File: src/rtl/por_pkg.sv
package por_pkg;
  typedef enum logic [1:0] {
    PS_BOOT = 2'd0,
    PS_WAIT = 2'd1,
    PS_RUN  = 2'd2,
    PS_HOLD = 2'd3
  } por_state_e;
endpackage

File: src/rtl/por_tick_cnt.sv
module por_tick_cnt #(
  parameter int unsigned LIMIT = 25
) (
  input  logic clk,
  input  logic rst_n,
  input  logic clr,
  input  logic inc,
  output logic hit
);
  localparam int unsigned W = (LIMIT < 2) ? 1 : $clog2(LIMIT);

  logic [W-1:0] cnt_q, cnt_d;

  assign hit = inc && !clr && (cnt_q == W'(LIMIT - 1));

  always_comb begin
    cnt_d = cnt_q;
    if (clr)      cnt_d = '0;
    else if (hit) cnt_d = '0;
    else if (inc) cnt_d = cnt_q + 1'b1;
  end

  always_ff @(posedge clk or negedge rst_n) begin
    if (!rst_n) cnt_q <= '0;
    else        cnt_q <= cnt_d;
  end

  // the counter wraps at its limit and never runs past it
  a_r5_cnt_below_limit: assert property (@(posedge clk) disable iff (!rst_n)
    32'(cnt_q) < LIMIT);
  // a clear request leaves the count at zero
  a_r6_clr_zeroes: assert property (@(posedge clk) disable iff (!rst_n)
    clr |=> (cnt_q == '0));
endmodule

File: src/rtl/por_seq.sv
module por_seq
  import por_pkg::*;
(
  input  logic       clk,
  input  logic       rst_n,
  input  logic       tick,
  input  logic       rail_ok,
  input  logic       hard_req,
  input  logic       su_hit,
  input  logic       flt_hit,
  input  logic       rel_hit,
  output por_state_e st,
  output logic       su_inc,
  output logic       flt_inc,
  output logic       flt_clr,
  output logic       rel_inc,
  output logic       rel_clr
);
  por_state_e st_q, st_d;

  always_comb begin
    su_inc  = (st_q == PS_BOOT) && tick;
    flt_clr = (st_q != PS_RUN) || rail_ok;
    flt_inc = (st_q == PS_RUN) && !rail_ok && tick;
    rel_clr = (st_q != PS_HOLD) || !rail_ok || hard_req;
    rel_inc = (st_q == PS_HOLD) && rail_ok && !hard_req && tick;
  end

  always_comb begin
    st_d = st_q;
    unique case (st_q)
      PS_BOOT: if (su_hit)                st_d = PS_WAIT;
      PS_WAIT: if (rail_ok && !hard_req)  st_d = PS_RUN;
      PS_RUN:  if (hard_req || flt_hit)   st_d = PS_HOLD;
      PS_HOLD: if (rel_hit)               st_d = PS_RUN;
      default:                            st_d = PS_BOOT;
    endcase
  end

  always_ff @(posedge clk or negedge rst_n) begin
    if (!rst_n) st_q <= PS_BOOT;
    else        st_q <= st_d;
  end

  assign st = st_q;

  // start-up is left only when the start-up count expires
  a_r1_boot_until_timer: assert property (@(posedge clk) disable iff (!rst_n)
    (st_q == PS_BOOT && !su_hit) |=> (st_q == PS_BOOT));
  // normal operation is left only by a filter trip or a hard request
  a_r2_run_needs_trip: assert property (@(posedge clk) disable iff (!rst_n)
    (st_q == PS_RUN && !hard_req && !flt_hit) |=> (st_q == PS_RUN));
  // a hard request forces reset on the next edge
  a_r4_hard_asserts: assert property (@(posedge clk) disable iff (!rst_n)
    (st_q == PS_RUN && hard_req) |=> (st_q == PS_HOLD));
  // the hold is left only when the release count completes
  a_r5_hold_until_count: assert property (@(posedge clk) disable iff (!rst_n)
    (st_q == PS_HOLD && !rel_hit) |=> (st_q == PS_HOLD));
endmodule

File: src/rtl/por_uv_latch.sv
module por_uv_latch (
  input  logic clk,
  input  logic rst_n,
  input  logic set,
  input  logic clr,
  output logic flag
);
  logic flag_q, flag_d;

  always_comb begin
    flag_d = flag_q;
    if (set)      flag_d = 1'b1;
    else if (clr) flag_d = 1'b0;
  end

  always_ff @(posedge clk or negedge rst_n) begin
    if (!rst_n) flag_q <= 1'b0;
    else        flag_q <= flag_d;
  end

  assign flag = flag_q;

  // a clear with no coincident set empties the bit
  a_r8_clear_wins_alone: assert property (@(posedge clk) disable iff (!rst_n)
    (clr && !set) |=> !flag_q);
  // a set beats a coincident clear
  a_r8_set_beats_clear: assert property (@(posedge clk) disable iff (!rst_n)
    set |=> flag_q);
endmodule

File: src/rtl/por_supervisor.sv
module por_supervisor
  import por_pkg::*;
#(
  parameter int unsigned STARTUP_US = 1_000_000,
  parameter int unsigned FILT_US    = 25,
  parameter int unsigned RELEASE_US = 14_000
) (
  input  logic clk,
  input  logic rst_n,
  input  logic tick_us,
  input  logic rail_ok,
  input  logic vin_low,
  input  logic hard_rst_req,
  input  logic uv_clr,
  output logic rst_out_n,
  output logic irq,
  output logic uv_stat
);
  por_state_e st;
  logic su_inc, su_hit;
  logic flt_inc, flt_clr, flt_hit;
  logic rel_inc, rel_clr, rel_hit;
  logic uv_q;

  por_seq u_seq (
    .clk      (clk),
    .rst_n    (rst_n),
    .tick     (tick_us),
    .rail_ok  (rail_ok),
    .hard_req (hard_rst_req),
    .su_hit   (su_hit),
    .flt_hit  (flt_hit),
    .rel_hit  (rel_hit),
    .st       (st),
    .su_inc   (su_inc),
    .flt_inc  (flt_inc),
    .flt_clr  (flt_clr),
    .rel_inc  (rel_inc),
    .rel_clr  (rel_clr)
  );

  por_tick_cnt #(.LIMIT(STARTUP_US)) u_su_cnt (
    .clk (clk), .rst_n (rst_n), .clr (1'b0), .inc (su_inc), .hit (su_hit)
  );

  por_tick_cnt #(.LIMIT(FILT_US)) u_flt_cnt (
    .clk (clk), .rst_n (rst_n), .clr (flt_clr), .inc (flt_inc), .hit (flt_hit)
  );

  por_tick_cnt #(.LIMIT(RELEASE_US)) u_rel_cnt (
    .clk (clk), .rst_n (rst_n), .clr (rel_clr), .inc (rel_inc), .hit (rel_hit)
  );

  por_uv_latch u_uv (
    .clk   (clk),
    .rst_n (rst_n),
    .set   (su_hit && vin_low),
    .clr   (uv_clr),
    .flag  (uv_q)
  );

  assign rst_out_n = (st == PS_RUN);
  assign uv_stat   = uv_q;
  assign irq       = uv_q;

  // undervoltage at the final start-up tick raises the interrupt
  a_r7_uv_at_end: assert property (@(posedge clk) disable iff (!rst_n)
    (su_hit && vin_low) |=> irq);
  // the status bit only rises at the end of start-up
  a_r10_rise_only_at_end: assert property (@(posedge clk) disable iff (!rst_n)
    $rose(uv_stat) |-> $past(su_hit));
  // reset is never released directly from the start-up timer
  a_r1_no_release_in_boot: assert property (@(posedge clk) disable iff (!rst_n)
    su_inc |-> !rst_out_n);
endmodule

File: config.mk
export PLATFORM = sky130hd
export DESIGN_NAME = por_supervisor
export DESIGN_NICKNAME = d
export VERILOG_FILES = /design/src/rtl/por_pkg.sv /design/src/rtl/por_tick_cnt.sv /design/src/rtl/por_seq.sv /design/src/rtl/por_uv_latch.sv /design/src/rtl/por_supervisor.sv
export SDC_FILE = /design/constraint.sdc
export NUM_CORES = 1
export LEC_CHECK = 0
export BUFFER_PORTS_ARGS = -buffer_cell sky130_fd_sc_hd__buf_2
export CAP_MARGIN = 20
export CELL_PAD_IN_SITES_DETAIL_PLACEMENT = 1
export CELL_PAD_IN_SITES_GLOBAL_PLACEMENT = 1
export CORE_MARGIN = 3
export CORE_UTILIZATION = 52
export CTS_CLUSTER_SIZE = 24
export DETAILED_ROUTE_END_ITERATION = 10
export HOLD_SLACK_MARGIN = 0.03
export PLACE_DENSITY_LB_ADDON = 0.1
export SLEW_MARGIN = 20
export SYNTH_ARGS = -nofsm -noshare
export SYNTH_HDL_FRONTEND = slang
export SYNTH_HIERARCHICAL = 1
export SYNTH_SLANG_ARGS = --single-unit
File: constraint.sdc
create_clock -name clk -period 3.7 [get_ports clk]
set_clock_uncertainty 0.2 [all_clocks]
set_input_delay 0.555 -clock clk [delete_from_list [all_inputs] [get_ports clk]]
set_output_delay 0.555 -clock clk [all_outputs]
set_load 0.05 [all_outputs]
==> impl_metrics.py <==
metrics = {
    "logic_synthesis": {
        "synthArstFlopShare_pct": 100,
        "synth_area_um2": 2630,
        "ys_ff_latch": 42,
        "ys.flop_type": "dfrtp_1",
        "synthesis.instances": 289,
        "yosysWarnings": 6,
        "synth_cell_types": 68,
        "avgSynthCellArea_um2": 9.11,
        "ys_seq_area_share_pct": 39.9,
        "synth_edf_count": 0,
    },
    "sta": {
        "hold_viol_final": 0,
        "fin_setup_tns_ns": 0,
        "finalCriticalPeriod_ns": 2.52,
        "worst_pin_slew_ns": 0.964,
        "whs_ns": 0.209,
        "max_freq_ghz": 0.396,
        "maxSlewHeadroom_pct": 35.8,
        "rsz0062_at_grt": "false",
        "finalSetupViolations": 0,
        "maxSlewViolCount": 0,
        "fin_crit_sh_pct": 68.2,
    },
    "final_layout": {
        "fillers": 597,
        "final_nets": 310,
        "num_antenna_cells": 0,
        "layout-drive-gt1-share_pct": 12.7,
        "syn_to_final_growth_pct": 7.27,
        "layout_common_cells": "42 x dfrtp_1, 35 x nand2_1, 20 x nand3_1, 20 x nor2_1",
        "mostFrequentLayoutCell": "dfrtp_1",
    },
    "min_path": {
        "worst_hold_path_type": "in2async",
    },
    "clocking": {
        "htree_num_levels": 2,
        "clkSinkCount": 42,
        "cts-root-buf": "clkbuf_8",
        "cts_tree": "yes",
        "clk_pin_slew_worst_paths_ns": 0.08,
        "clock_latency_ns": 0.29,
        "clock_tree.buffer_depth": 2,
        "ctsHoldBuffers": 0,
        "post_cts_buffers": 0,
        "post_cts_resized": 0,
        "cts_buffers": 5,
    },
    "route": {
        "wl_per_cell_um": 18.0,
        "first_iter_violations": 59,
        "vias_per_cell": 6.30,
        "antenna_left": 0,
        "drt_pre_antenna_iters": 4,
        "drc": 0,
        "drt-total-wl_mm": 6.59,
        "vias": 2304,
    },
    "die": {
        "rows": 25,
        "ios": 10,
        "die_w_um": 77.2,
        "start_util_pct": 54.6,
        "die_y_um": 77.2,
        "die_area_um2": 5950,
        "core_area_um2": 4820,
    },
    "setup_path": {
        "cp.arrival_ns": 2.56,
        "worst_r2r_endpoint": "u_su_cnt/cnt_q[14]$_DFFE_PN0P_",
        "reg2reg_slack_ns": 1.18,
        "start_kind": "flop",
        "crit_required_ns": 3.73,
        "critPathMaxFanout": 10,
        "end_kind": "flop",
        "worstReg2RegStart": "u_seq/st[1]$_DFFE_PN0P_",
        "critical_path_class": "reg2reg",
        "ff2ff_path_depth": 4,
    },
    "global_route": {
        "grt_usage_pct": 24.1,
        "overflow": 0,
        "grt_max_degree": 43,
        "grt_first_pass_wirelength_mm": 11.7,
        "grt_pass1_vias": 2425,
        "antenna_found_initial": 0,
    },
    "flow_run": {
        "drv_cap": 0,
    },
    "power": {
        "vdd_drop_max_v": 0.000245,
        "power.leakage_uw": 0.00110,
        "p_per_area_nw_per_um2": 330,
    },
    "run_status": {
        "status": "finished, final reports clean",
    },
    "place": {
        "gp_congestion": 0.791,
        "hpwlAfterDp_mm": 4.57,
        "port-buffer-count": 9,
    },
}
## worst max path at each step
| stage | endpoint | startpoint | depth (start not counted) |
|---|---|---|---|
| 4_1_cts | u_su_cnt/cnt_q[14]$_DFFE_PN0P_ | u_seq/st[1]$_DFFE_PN0P_ | 4 |
| 3_3_place_gp | u_su_cnt/cnt_q[14]$_DFFE_PN0P_ | tick_us | 6 |
| 6_report | u_su_cnt/cnt_q[14]$_DFFE_PN0P_ | u_seq/st[1]$_DFFE_PN0P_ | 4 |
| 2_1_floorplan | u_seq/st[0]$_DFFE_PN0P_ | u_su_cnt/cnt_q[0]$_DFFE_PN0P_ | 6 |
| 3_5_place_dp | u_su_cnt/cnt_q[14]$_DFFE_PN0P_ | tick_us | 6 |
| 5_1_grt | u_su_cnt/cnt_q[14]$_DFFE_PN0P_ | u_seq/st[1]$_DFFE_PN0P_ | 4 |
## registers in the layout (all words and copies together) (netlist names)
signal / count
u_su_cnt/cnt_q: 20
u_rel_cnt/cnt_q: 14
u_flt_cnt/cnt_q: 5
u_seq/st: 2
u_uv/flag: 1
## critical path, cell delays in order, from the launching register on
cell     delay [ns]
dfrtp_1        0.47
nor3_1         0.74
nand2_1        0.37
or4_1          0.58
nand3_1        0.09
## power by group
part / switching (µW) / leakage [µW] / internal [µW] / total (µW)
clock: 153 / 0.0000573 / 216 / 369
combinational: 53.7 / 0.000467 / 26.5 / 80.3
sequential: 14.6 / 0.000577 / 468 / 482
## cells in the mapped netlist, types with 2 or more instances
library cell | count | area [µm²]
dfrtp_1 | 42 | 1050
nand2_1 | 35 | 131
nor2_1 | 21 | 78.8
nand3_1 | 20 | 100
inv_1 | 12 | 45.0
nand4_1 | 12 | 75.1
a31oi_1 | 11 | 68.8
nor3_1 | 9 | 45.0
a21oi_1 | 7 | 35.0
a22o_1 | 7 | 61.3
nor4_1 | 7 | 43.8
o21ai_0 | 7 | 35.0
buf_2 | 5 | 25.0
nor2b_1 | 5 | 31.3
or3_1 | 5 | 31.3
ha_1 | 4 | 50.1
nor3b_1 | 4 | 30.0
o31ai_1 | 4 | 30.0
and3_1 | 3 | 18.8
nand2b_1 | 3 | 18.8
o311ai_0 | 3 | 26.3
or3b_1 | 3 | 26.3
xor2_1 | 3 | 26.3
a21o_1 | 2 | 15.0
and4_1 | 2 | 17.5
and4b_1 | 2 | 20.0
buf_4 | 2 | 15.0
buf_6 | 2 | 22.5
clkbuf_1 | 2 | 7.51
mux2i_1 | 2 | 20.0
nand3_4 | 2 | 35.0
o311a_1 | 2 | 20.0
o311ai_1 | 2 | 17.5
or2_2 | 2 | 12.5
or4_1 | 2 | 15.0
## kinds of logic after synthesis
logic type / share of synthesized area (%)
compound gates: 17.6
xor+xnor: 0.998
fa+ha+maj: 1.90
buf+inv: 4.56
flops: 39.9
mux: 0.760
other cells: 0.142
simple gates: 34.1
## layout make-up
class                   instances  area (µm²)  share of cell area, %
multi-input cells             229        1490                   52.6
flip-flops and latches         42        1050                   37.2
well taps                      67        83.8                   2.97
clock buffers                   6        82.6                   2.92
repair buffers                  9        45.0                   1.60
inverters                      12        45.0                   1.60
clock inverters                 1        30.0                   1.06
## through the flow
step                      total power, µW  utilization [%]  instances  cell area, µm²  setup slack (ns)
final                                 932             58.6        366            2820              1.18
after global routing                  976             58.6        366            2820             0.991
after CTS                             943             58.6        366            2820              1.17
after detailed placement              571             56.2        359            2710              1.10
after global placement                568             56.2        359            2710              1.07
after floorplan                       543                -        295            2660              1.60
## layer usage
metal  share of wire, %  wire length, µm  track usage (%)
met5                  0                0                0
met2                 50             3330             42.9
met3                2.1              140             4.11
met4                1.9              126             7.83
met1                 45             3000             29.5
No activity file was read; power rests on OpenSTA's default activity.
